===== src/rtl/feac_pkg.sv =====
package feac_pkg;

    localparam int WORD_BITS = 16;
    localparam int CODE_BITS = 6;

    typedef enum logic [1:0] {
        MODE_IDLE = 2'd0,
        MODE_SHOT = 2'd1,
        MODE_CONT = 2'd2,
        MODE_PAIR = 2'd3
    } tx_mode_e;

    typedef enum logic [2:0] {
        TX_IDLE,
        TX_SHOT,
        TX_CONT,
        TX_PAIR_A,
        TX_PAIR_B,
        TX_DONE
    } tx_state_e;

    typedef enum logic [1:0] {
        RX_HUNT,
        RX_TRACK,
        RX_HELD
    } rx_state_e;

    function automatic logic [WORD_BITS-1:0] cw_build(input logic [CODE_BITS-1:0] c);
        return {1'b0, c, 1'b0, 8'hFF};
    endfunction

    function automatic logic cw_shape_ok(input logic [WORD_BITS-1:0] w);
        return !w[15] && !w[8] && (&w[7:0]);
    endfunction

    function automatic logic [CODE_BITS-1:0] cw_code(input logic [WORD_BITS-1:0] w);
        return w[14:9];
    endfunction

endpackage


===== src/rtl/feac_tx.sv =====
module feac_tx
    import feac_pkg::*;
#(
    parameter int REP = 10
) (
    input  logic                 clk,
    input  logic                 rst_n,
    input  logic                 bit_en,
    input  logic [1:0]           mode,
    input  logic [CODE_BITS-1:0] code_a,
    input  logic [CODE_BITS-1:0] code_b,
    output logic                 tx_bit
);
    localparam int RW = $clog2(REP + 1);
    localparam logic [RW-1:0] REP_W = RW'(REP);

    tx_state_e            st, st_n;
    tx_mode_e             m;
    logic [RW-1:0]        rep, rep_n;
    logic [WORD_BITS-1:0] word, word_n;
    logic [3:0]           slot;
    logic                 redo;

    assign m = tx_mode_e'(mode);

    always_comb begin
        st_n   = st;
        rep_n  = rep;
        word_n = word;
        redo   = 1'b0;
        if (bit_en && slot == 4'd15) begin
            unique case (st)
                TX_IDLE: redo = 1'b1;
                TX_CONT: begin
                    if (m == MODE_CONT) word_n = cw_build(code_a);
                    else                redo   = 1'b1;
                end
                TX_SHOT: begin
                    if (m != MODE_SHOT) redo = 1'b1;
                    else if (rep == REP_W) begin
                        st_n   = TX_DONE;
                        word_n = '1;
                    end else begin
                        word_n = cw_build(code_a);
                        rep_n  = rep + RW'(1);
                    end
                end
                TX_PAIR_A: begin
                    if (m != MODE_PAIR) redo = 1'b1;
                    else if (rep == REP_W) begin
                        st_n   = TX_PAIR_B;
                        word_n = cw_build(code_b);
                        rep_n  = RW'(1);
                    end else begin
                        word_n = cw_build(code_a);
                        rep_n  = rep + RW'(1);
                    end
                end
                TX_PAIR_B: begin
                    if (m != MODE_PAIR) redo = 1'b1;
                    else if (rep == REP_W) begin
                        st_n   = TX_DONE;
                        word_n = '1;
                    end else begin
                        word_n = cw_build(code_b);
                        rep_n  = rep + RW'(1);
                    end
                end
                TX_DONE: begin
                    if (m == MODE_IDLE || m == MODE_CONT) redo   = 1'b1;
                    else                                  word_n = '1;
                end
                default: redo = 1'b1;
            endcase
            if (redo) begin
                unique case (m)
                    MODE_IDLE: begin
                        st_n   = TX_IDLE;
                        word_n = '1;
                        rep_n  = '0;
                    end
                    MODE_SHOT: begin
                        st_n   = TX_SHOT;
                        word_n = cw_build(code_a);
                        rep_n  = RW'(1);
                    end
                    MODE_CONT: begin
                        st_n   = TX_CONT;
                        word_n = cw_build(code_a);
                        rep_n  = '0;
                    end
                    MODE_PAIR: begin
                        st_n   = TX_PAIR_A;
                        word_n = cw_build(code_a);
                        rep_n  = RW'(1);
                    end
                endcase
            end
        end
    end

    always_ff @(posedge clk) begin
        if (!rst_n) begin
            st   <= TX_IDLE;
            rep  <= '0;
            word <= '1;
            slot <= '0;
        end else begin
            st   <= st_n;
            rep  <= rep_n;
            word <= word_n;
            if (bit_en) slot <= slot + 4'd1;
        end
    end

    always_comb begin
        tx_bit = word[4'd15 - slot];
    end

endmodule


===== src/rtl/feac_rx.sv =====
module feac_rx
    import feac_pkg::*;
#(
    parameter int ACC_HITS = 8,
    parameter int WIN      = 10
) (
    input  logic                 clk,
    input  logic                 rst_n,
    input  logic                 bit_en,
    input  logic                 rx_bit,
    output logic                 acc,
    output logic [CODE_BITS-1:0] acc_code
);
    localparam int MISS_LIMIT = WIN - ACC_HITS + 1;
    localparam int CW = $clog2(WIN + 1);
    localparam logic [CW-1:0] HIT_W  = CW'(ACC_HITS);
    localparam logic [CW-1:0] MISS_W = CW'(MISS_LIMIT);

    rx_state_e            st, st_n;
    logic [WORD_BITS-1:0] sr, sr_n;
    logic [3:0]           slot, slot_n;
    logic [CODE_BITS-1:0] code, code_n;
    logic [CW-1:0]        hits, hits_n, miss, miss_n;
    logic [WIN-1:0]       hist, hist_n;
    logic                 vld, same;

    assign sr_n = {sr[WORD_BITS-2:0], rx_bit};
    assign vld  = cw_shape_ok(sr_n);
    assign same = vld && (cw_code(sr_n) == code);

    always_comb begin
        st_n   = st;
        slot_n = bit_en ? slot + 4'd1 : slot;
        code_n = code;
        hits_n = hits;
        miss_n = miss;
        hist_n = hist;
        acc    = 1'b0;
        if (bit_en) begin
            unique case (st)
                RX_HUNT: begin
                    if (vld) begin
                        st_n   = RX_TRACK;
                        code_n = cw_code(sr_n);
                        hits_n = CW'(1);
                        miss_n = '0;
                        slot_n = '0;
                    end
                end
                RX_TRACK: begin
                    if (slot == 4'd15) begin
                        if (same) begin
                            hits_n = hits + CW'(1);
                            if (hits_n == HIT_W) begin
                                acc    = 1'b1;
                                st_n   = RX_HELD;
                                hist_n = '1;
                            end
                        end else if (vld) begin
                            code_n = cw_code(sr_n);
                            hits_n = CW'(1);
                            miss_n = '0;
                        end else begin
                            miss_n = miss + CW'(1);
                            if (miss_n == MISS_W) st_n = RX_HUNT;
                        end
                    end
                end
                RX_HELD: begin
                    if (slot == 4'd15) begin
                        if (same) begin
                            hist_n = {hist[WIN-2:0], 1'b1};
                        end else if (vld) begin
                            st_n   = RX_TRACK;
                            code_n = cw_code(sr_n);
                            hits_n = CW'(1);
                            miss_n = '0;
                        end else begin
                            hist_n = {hist[WIN-2:0], 1'b0};
                            if ($countones(hist_n) < ACC_HITS) st_n = RX_HUNT;
                        end
                    end
                end
                default: st_n = RX_HUNT;
            endcase
        end
    end

    always_ff @(posedge clk) begin
        if (!rst_n) begin
            st   <= RX_HUNT;
            sr   <= '1;
            slot <= '0;
            code <= '0;
            hits <= '0;
            miss <= '0;
            hist <= '0;
        end else begin
            st   <= st_n;
            if (bit_en) sr <= sr_n;
            slot <= slot_n;
            code <= code_n;
            hits <= hits_n;
            miss <= miss_n;
            hist <= hist_n;
        end
    end

    assign acc_code = code;

endmodule


===== src/rtl/feac_fifo.sv =====
module feac_fifo #(
    parameter int DEPTH = 4,
    parameter int W     = 6
) (
    input  logic         clk,
    input  logic         rst_n,
    input  logic         push,
    input  logic [W-1:0] wdata,
    input  logic         pop,
    output logic [W-1:0] rdata,
    output logic         empty,
    output logic         ovf
);
    localparam int PW = (DEPTH > 1) ? $clog2(DEPTH) : 1;
    localparam int CNTW = $clog2(DEPTH + 1);
    localparam logic [PW-1:0]   LAST = PW'(DEPTH - 1);
    localparam logic [CNTW-1:0] FULL = CNTW'(DEPTH);

    logic [W-1:0]    mem [DEPTH];
    logic [PW-1:0]   wp, rp;
    logic [CNTW-1:0] cnt;
    logic            do_push, do_pop;

    assign do_push = push && (cnt != FULL);
    assign do_pop  = pop && (cnt != '0);

    always_ff @(posedge clk) begin
        if (!rst_n) begin
            wp  <= '0;
            rp  <= '0;
            cnt <= '0;
            ovf <= 1'b0;
        end else begin
            if (do_push) begin
                mem[wp] <= wdata;
                wp      <= (wp == LAST) ? '0 : wp + PW'(1);
            end
            if (do_pop) rp <= (rp == LAST) ? '0 : rp + PW'(1);
            if (do_push && !do_pop)      cnt <= cnt + CNTW'(1);
            else if (!do_push && do_pop) cnt <= cnt - CNTW'(1);
            if (push && cnt == FULL) ovf <= 1'b1;
        end
    end

    assign rdata = mem[rp];
    assign empty = (cnt == '0);

endmodule


===== src/rtl/feac_ctrl.sv =====
module feac_ctrl
    import feac_pkg::*;
#(
    parameter int REP        = 10,
    parameter int ACC_HITS   = 8,
    parameter int WIN        = 10,
    parameter int FIFO_DEPTH = 4
) (
    input  logic       clk,
    input  logic       rst_n,
    input  logic       bit_en,
    input  logic       rx_bit,
    output logic       tx_bit,
    input  logic [1:0] tx_mode,
    input  logic [5:0] tx_code_a,
    input  logic [5:0] tx_code_b,
    output logic       rx_valid,
    input  logic       rd_en,
    output logic [5:0] rd_data,
    output logic       rd_empty,
    output logic       rd_ovf
);
    logic                 acc;
    logic [CODE_BITS-1:0] acc_code;

    feac_tx #(.REP(REP)) u_tx (
        .clk    (clk),
        .rst_n  (rst_n),
        .bit_en (bit_en),
        .mode   (tx_mode),
        .code_a (tx_code_a),
        .code_b (tx_code_b),
        .tx_bit (tx_bit)
    );

    feac_rx #(.ACC_HITS(ACC_HITS), .WIN(WIN)) u_rx (
        .clk      (clk),
        .rst_n    (rst_n),
        .bit_en   (bit_en),
        .rx_bit   (rx_bit),
        .acc      (acc),
        .acc_code (acc_code)
    );

    feac_fifo #(.DEPTH(FIFO_DEPTH), .W(CODE_BITS)) u_fifo (
        .clk   (clk),
        .rst_n (rst_n),
        .push  (acc),
        .wdata (acc_code),
        .pop   (rd_en),
        .rdata (rd_data),
        .empty (rd_empty),
        .ovf   (rd_ovf)
    );

    always_ff @(posedge clk) begin
        if (!rst_n) rx_valid <= 1'b0;
        else        rx_valid <= acc;
    end

endmodule


===== config.mk =====
export PLATFORM = sky130hd
export DESIGN_NAME = feac_ctrl
export DESIGN_NICKNAME = d
export VERILOG_FILES = /design/src/rtl/feac_pkg.sv /design/src/rtl/feac_tx.sv /design/src/rtl/feac_rx.sv /design/src/rtl/feac_fifo.sv /design/src/rtl/feac_ctrl.sv
export SDC_FILE = /design/constraint.sdc
export NUM_CORES = 1
export LEC_CHECK = 0
export ABC_CLOCK_PERIOD_IN_PS = 3200
export CORE_MARGIN = 2
export CORE_UTILIZATION = 59
export CTS_CLUSTER_SIZE = 24
export DETAILED_ROUTE_END_ITERATION = 8
export PLACE_DENSITY = 0.84
export SYNTH_ARGS = -nofsm -noshare
export SYNTH_HDL_FRONTEND = slang
export SYNTH_SLANG_ARGS = --single-unit
export TNS_END_PERCENT = 30

===== constraint.sdc =====
create_clock -name clk -period 3.2 [get_ports clk]
set_input_delay 0.64 -clock clk [delete_from_list [all_inputs] [get_ports clk]]
set_output_delay 0.64 -clock clk [all_outputs]
set_load 0.02 [all_outputs]

# ---- Yosys cells after proc, flatten, opt, wreduce, memory -nomap -nowiden
# Memory sizes are Yosys's and may differ from the RTL's. A register that Yosys moved wholly into a read port is not among the register bits.
# Index checks and enable logic that the tools add are counted.
dict set report op_classes {
  addsub 18
  order_cmp 2
  eq_ne 42
  mux 88
  reduce_logical 38
}
# op count
set op_table {}
lappend op_table {{two-way mux 16 bit} 8}
lappend op_table {{adder 32 bit} 3}
lappend op_table {{two-way mux 4 bit} 21}
lappend op_table {{one-hot mux 16 bit (5 select lines)} 1}
lappend op_table {{two-way mux 9 bit} 6}
lappend op_table {{one-hot mux 4 bit (3 select lines)} 3}
lappend op_table {{< comparator 32 x 5 -> 1 bit (second input constant)} 1}
lappend op_table {{one-hot mux 16 bit (2 select lines)} 1}
lappend op_table {{two-way mux 2 bit} 14}
lappend op_table {{two-way mux 3 bit} 8}
lappend op_table {{!= test 3 bit (second input constant)} 8}
lappend op_table {{adder 4 x 1 -> 4 bit (second input constant)} 5}
lappend op_table {{two-way mux 6 bit} 3}
lappend op_table {{one-hot mux 9 bit (2 select lines)} 1}
lappend op_table {{equality test 4 bit (second input constant)} 4}
lappend op_table {{two-way mux 15 bit} 1}
lappend op_table {{two-way mux 1 bit} 14}
lappend op_table {{!= test 2 x 1 -> 1 bit (second input constant)} 7}
lappend op_table {{AND reduction 7 bit} 2}
lappend op_table {{!= test 3 x 1 -> 1 bit (second input constant)} 4}
lappend op_table {{one-hot mux 3 bit (4 select lines)} 1}
lappend op_table {{one-hot mux 6 bit (2 select lines)} 1}
lappend op_table {{AND reduction 6 bit} 2}
lappend op_table {{equality test 2 bit (second input constant)} 5}
lappend op_table {{other kinds (34)} 64}
dict set report word_totals {
  ff_bits 80
  mem_bits_rw 24
  input_bits 19
  word_cells 205
  memories 1
}
# name depth width rd rd_clocked_by_memory_dff write_ports line_no
set mem_list {}
lappend mem_list {u_fifo.mem 4 6 1 1 1 feac_fifo.sv:19} ;# logic [W-1:0] mem [DEPTH];

# ---- Logic depth before layout (Yosys ltp)
dict set report logic_depth {
  word_depth 13
  mapped_depth 12
}

# ---- By module
# From an unflattened synthesis, not the netlist that was laid out.
dict set report hier_totals {
  hier_cells 460
  hier_area_um2 4897.2
}
# module n_inst cells_each area_per_inst_um2 seq_area_each_um2
set modules_own_cells {}
lappend modules_own_cells {feac_rx 1 244 2250.9 880.8}
lappend modules_own_cells {feac_fifo 1 85 1377.6 920.9}
lappend modules_own_cells {feac_tx 1 129 1242.4 360.3}
lappend modules_own_cells {feac_ctrl 1 2 26.3 20.0}

# ---- Worst setup path before layout
# No wires, ideal clock.
dict set report synth_path {
  kind {input to register}
  from {in rx_bit}
  to {reg u_fifo.cnt[2]}
  t_arrival_ps 2829
  required_ps 3129
  slack_ps 300
  cell_stages 10
  n_path_buf 0
  cell_sequence {nand4bb_1 -> nor3_4 -> nand4_4 -> nor4_4 -> ha_1 -> inv_1 -> fa_1 -> xor2_1 -> or3_1 -> a21oi_1}
}
dict set report synth_via {
  elab_chain_len 11
}
# item line_no
set synth_lines {}
lappend synth_lines {{from (decl)} feac_ctrl.sv:12} ;# input logic rx_bit,
lappend synth_lines {{AND reduction 8 bit *} feac_pkg.sv:33} ;# return !w[15] && !w[8] && (&w[7:0]);
lappend synth_lines {{logical AND 1 bit *} feac_pkg.sv:33}
lappend synth_lines {{logical AND 1 bit *} feac_rx.sv:29} ;# assign same = vld && (cw_code(sr_n) == code);
lappend synth_lines {{two-way mux 1 bit *} feac_rx.sv:52} ;# if (same) begin
lappend synth_lines {{two-way mux 1 bit *} feac_rx.sv:51} ;# if (slot == 4'd15) begin
lappend synth_lines {{two-way mux 1 bit *} feac_rx.sv:40} ;# unique case (st)
lappend synth_lines {{two-way mux 1 bit *} feac_rx.sv:39} ;# if (bit_en) begin
lappend synth_lines {{logical AND 1 bit *} feac_fifo.sv:24} ;# assign do_push = push && (cnt != FULL);
lappend synth_lines {{net u_fifo.do_push} feac_fifo.sv:22} ;# logic do_push, do_pop;
lappend synth_lines {{logical NOT 1 bit} feac_fifo.sv:40} ;# else if (!do_push && do_pop) cnt <= cnt - CNTW'(1);
lappend synth_lines {{logical AND 1 bit} feac_fifo.sv:40}
lappend synth_lines {{nonzero test 2 bit (no source line)} --}
lappend synth_lines {{to (signal assigned)} feac_fifo.sv:39} ;# if (do_push && !do_pop) cnt <= cnt + CNTW'(1);
lappend synth_lines {{to (signal assigned)} feac_fifo.sv:40}
lappend synth_lines {{to (decl)} feac_fifo.sv:21} ;# logic [CNTW-1:0] cnt;
# Mark *: on every way through the listed nets, which the timed path passes. The rest lies on a longest branch.
# A chain may end at the register's enable or synchronous reset.

# ---- Worst setup path after layout
dict set report layout_path {
  from {reg u_tx.slot[1]}
  to {out tx_bit}
}
dict set report layout_via {
  elab_chain_len 3
}
# item line_no
set layout_lines {}
lappend layout_lines {{from (decl)} feac_tx.sv:21} ;# logic [3:0] slot;
lappend layout_lines {{from (signal assigned)} feac_tx.sv:112} ;# if (bit_en) slot <= slot + 4'd1;
lappend layout_lines {{subtractor 4 bit} feac_tx.sv:117} ;# tx_bit = word[4'd15 - slot];
lappend layout_lines {{binary-select mux 1 bit (select 4 bit)} feac_tx.sv:117}
lappend layout_lines {{two-way mux 1 bit (not written as such)} feac_tx.sv:117}
lappend layout_lines {{to (decl)} feac_ctrl.sv:13} ;# output logic tx_bit,
# Every way passes these cells. The select of a mux whose other input is x is not followed.

==> flow_metrics.tcl <==
set metrics [dict create \
    cts_buffer_depth 2 \
    vias 3682 \
    cts_buffers 9 \
    grt_max_degree 50 \
    synth_cells 482 \
    h-tree-depth 3 \
    clkTransAtPathRegs_ps 100 \
    crit_arrival_ps 2270 \
    drt-total-wl_mm 9.77 \
    synth_warnings 0 \
    place_area_um2 5280 \
    via_per_inst 5.91 \
    syn_to_final_growth_pct 13.1 \
    num_rows 33 \
    skew_ps 16.2 \
    fin_util_pct 68.1 \
    synth_ff_type "dfxtp_1" \
    wire_per_inst_um 15.7 \
    gp_congestion 0.833 \
    clock_sink_count 97 \
    synth_area_per_cell_um2 10.1 \
    stdcell_count 623 \
    drc 0 \
    max_freq_mhz 343 \
    synth_edf_count 24 \
    ys_seq_area_share_pct 44.8 \
    n_antenna_cell 0 \
    min_path_type "reg -> reg" \
    finalHoldViolations 0 \
    nNetsFinal 559 \
    vdd_drop_max_v 0.000314 \
    die-height_um 94.9 \
    critPathRequiredTime_ps 2560 \
    path_max_fanout 5 \
    p_sw_uw 650 \
    fin_crit_sh_pct 91.0 \
    p_sw_share_pct 25.7 \
    grtUsageTotal_pct 23.6 \
    first_iter_violations 201 \
    grt_pass1_wl_mm 16.6 \
    die_area_um2 9000 \
    power.density_nw_per_um2 459 \
    power_leakage_uw 0.00199 \
    fillers 631 \
    synthDistinctLibCells 66 \
    antenna_found_initial 0 \
    hold_depth 2 \
    post_route_cells_drive_above_1_share_pct 10.2 \
    grt_pass1_vias 3649 \
    p_seq_share_pct 53.0 \
    gr-total-overflow 0 \
    postRouteAntennaNets 0 \
    tns_ps 0 \
    start_util_pct 60.2 \
    die_x_um 94.9 \
    finalMaxSlewViolations 0 \
    final.min_clock_period_ps 2910 \
    root_buffer "clkbuf_8" \
    status "finished, final reports clean" \
    reg2reg_depth 12 \
    setup_viol 0 \
    clk_latency_ps 370 \
    cts_tree "yes" \
    port_buffers 28 \
    netlist_area_um2 4870 \
    io-pin-count 29 \
    fin_area_um2 5510 \
    hpwl_mm 7.04 \
    setup.worst_path.end_class "output port" \
    dr.pass1.iters 4 \
    maxSlewHeadroom_pct 50.6 \
    rsz0062_at_grt "no" \
    ys_seq_elements 97 \
    critical_path_class "reg -> out" \
    hold_buffers 0 \
    fin_ws_ps 287 \
    tightestPinTransition_ps 740 \
    core_area_um2 8090 \
    intPower_uw 1880 \
    clkPwrFrac_pct 35.9 \
    dp.cells 607 \
    cp-start-kind "flop" \
    dp_slack_ps -93.1 \
    async_flop_share_pct 0 \
    cap_violations 0 \
    combPwrFrac_pct 11.1 \
    cts_setup_buffers 0 \
    synth_nets 528 \
]
## repair_timing
action	in CTS	in global routing
hold endpoints to repair	0	0
resized for setup	0	1
setup endpoints to repair	0	1
## cells in the final DEF, fill, tap and decap left out, types with 5 or more instances in the layout
| cell | instances |
|---|---|
| mux4_2 | 8 |
| dfxtp_1 | 73 |
| ha_1 | 22 |
| o32ai_1 | 6 |
| nor3_1 | 10 |
| nand2b_1 | 5 |
| mux2i_1 | 26 |
| a21oi_1 | 24 |
| buf_4 | 12 |
| a311oi_1 | 10 |
| inv_1 | 24 |
| clkbuf_8 | 9 |
| nor2_1 | 37 |
| xor2_1 | 11 |
| o21ai_0 | 19 |
| clkdlybuf4s50_1 | 28 |
| nor3b_1 | 6 |
| or3_1 | 7 |
| and2_1 | 5 |
| nand3_1 | 14 |
| o211ai_1 | 7 |
| nand2_1 | 51 |
| fa_1 | 5 |
| edfxtp_1 | 24 |
## synth_stat cells, types with 11 or more instances
| library cell | number | area share (%) |
|---|---|---|
| inv_1 | 24 | 1.8 |
| edfxtp_1 | 24 | 15 |
| dfxtp_1 | 73 | 30 |
| nand2_1 | 51 | 3.9 |
| ha_1 | 22 | 5.6 |
| clkbuf_1 | 11 | 0.85 |
| o21ai_0 | 20 | 2.1 |
| xor2_1 | 11 | 2.0 |
| nor2_1 | 37 | 2.8 |
| nand3_1 | 14 | 1.4 |
| a21oi_1 | 24 | 2.5 |
| mux2i_1 | 26 | 5.3 |
## power groups by stage
stage          Clock, uW  Sequential (uW)  Combinational (uW)
5_1_grt              969             1350                 305
4_1_cts              919             1340                 282
3_3_place_gp           0             1370                 264
6_report             907             1340                 281
3_5_place_dp           0             1370                 280
2_1_floorplan          0             1340                 208
## sequential cells by signal (all words and copies together), names as in the netlist, 2 cells and up, named ones only
name,count
u_fifo.cnt,3
u_fifo.mem,24
u_fifo.rp,2
u_fifo.wp,2
u_rx.acc_code,6
u_rx.hist,9
u_rx.hits,4
u_rx.miss,4
u_rx.slot,3
u_rx.sr,15
u_rx.st,2
u_tx.rep,4
u_tx.slot,4
u_tx.st,3
u_tx.word,7
## worst max-delay path: stages, from the launching register on
cell             delay, ps
dfxtp_1                450
mux4_2                 510
nor2b_1                140
a211o_1                270
clkdlybuf4s50_1        540
## area by class of cell
class | count | area, um^2 | area share [%]
well taps | 105 | 131 | 2.38
inverters | 27 | 101 | 1.84
clock buffers | 9 | 124 | 2.25
repair buffers | 40 | 370 | 6.72
multi-input cells | 338 | 2500 | 45.3
flip-flops and latches | 97 | 2180 | 39.6
clock inverters | 7 | 106 | 1.93
## routing by layer
| metal | vias to the layer above | GRT usage, % | routed length (um) |
|---|---|---|---|
| met1 | 1756 | 28.4 | 4160 |
| met3 | 24 | 4.47 | 371 |
| met2 | 82 | 40.9 | 4950 |
| li1 | 1820 | - | - |
| met5 | - | 0 | 0 |
| met4 | 0 | 10.9 | 286 |
## final timing paths
check / startpoint / endpoint / slack, ps
min reg2reg: u_tx.word[10] / u_tx.word[10] / 480
min: u_tx.word[10] / u_tx.word[10] / 480
max: u_tx.slot[1] / tx_bit / 290
max reg2reg: u_rx.hist[3] / u_rx.st[1] / 310
## stage by stage
step                      hold slack, ps  power [uW]
after detailed placement             463        1650
after CTS                            486        2540
after global routing                 511        2620
final                                485        2530
after global placement               447        1630
after floorplan                      434        1550
## kinds of logic (layout without fill, tap and decap cells)
| group | count (synthesis) | count (layout) | synth area share, % |
|---|---|---|---|
| AO/OA/AOI/OAI | 97 | 97 | 13.8 |
| XOR/XNOR | 15 | 15 | 2.70 |
| adder cells (fa/ha/maj) | 27 | 27 | 7.70 |
| buffers and inverters | 47 | 83 | 4.00 |
| flip-flops | 97 | 97 | 44.8 |
| multiplexers | 34 | 34 | 9.04 |
| AND/OR/NAND/NOR | 165 | 165 | 18.0 |
(Power assumes the default switching activity.)
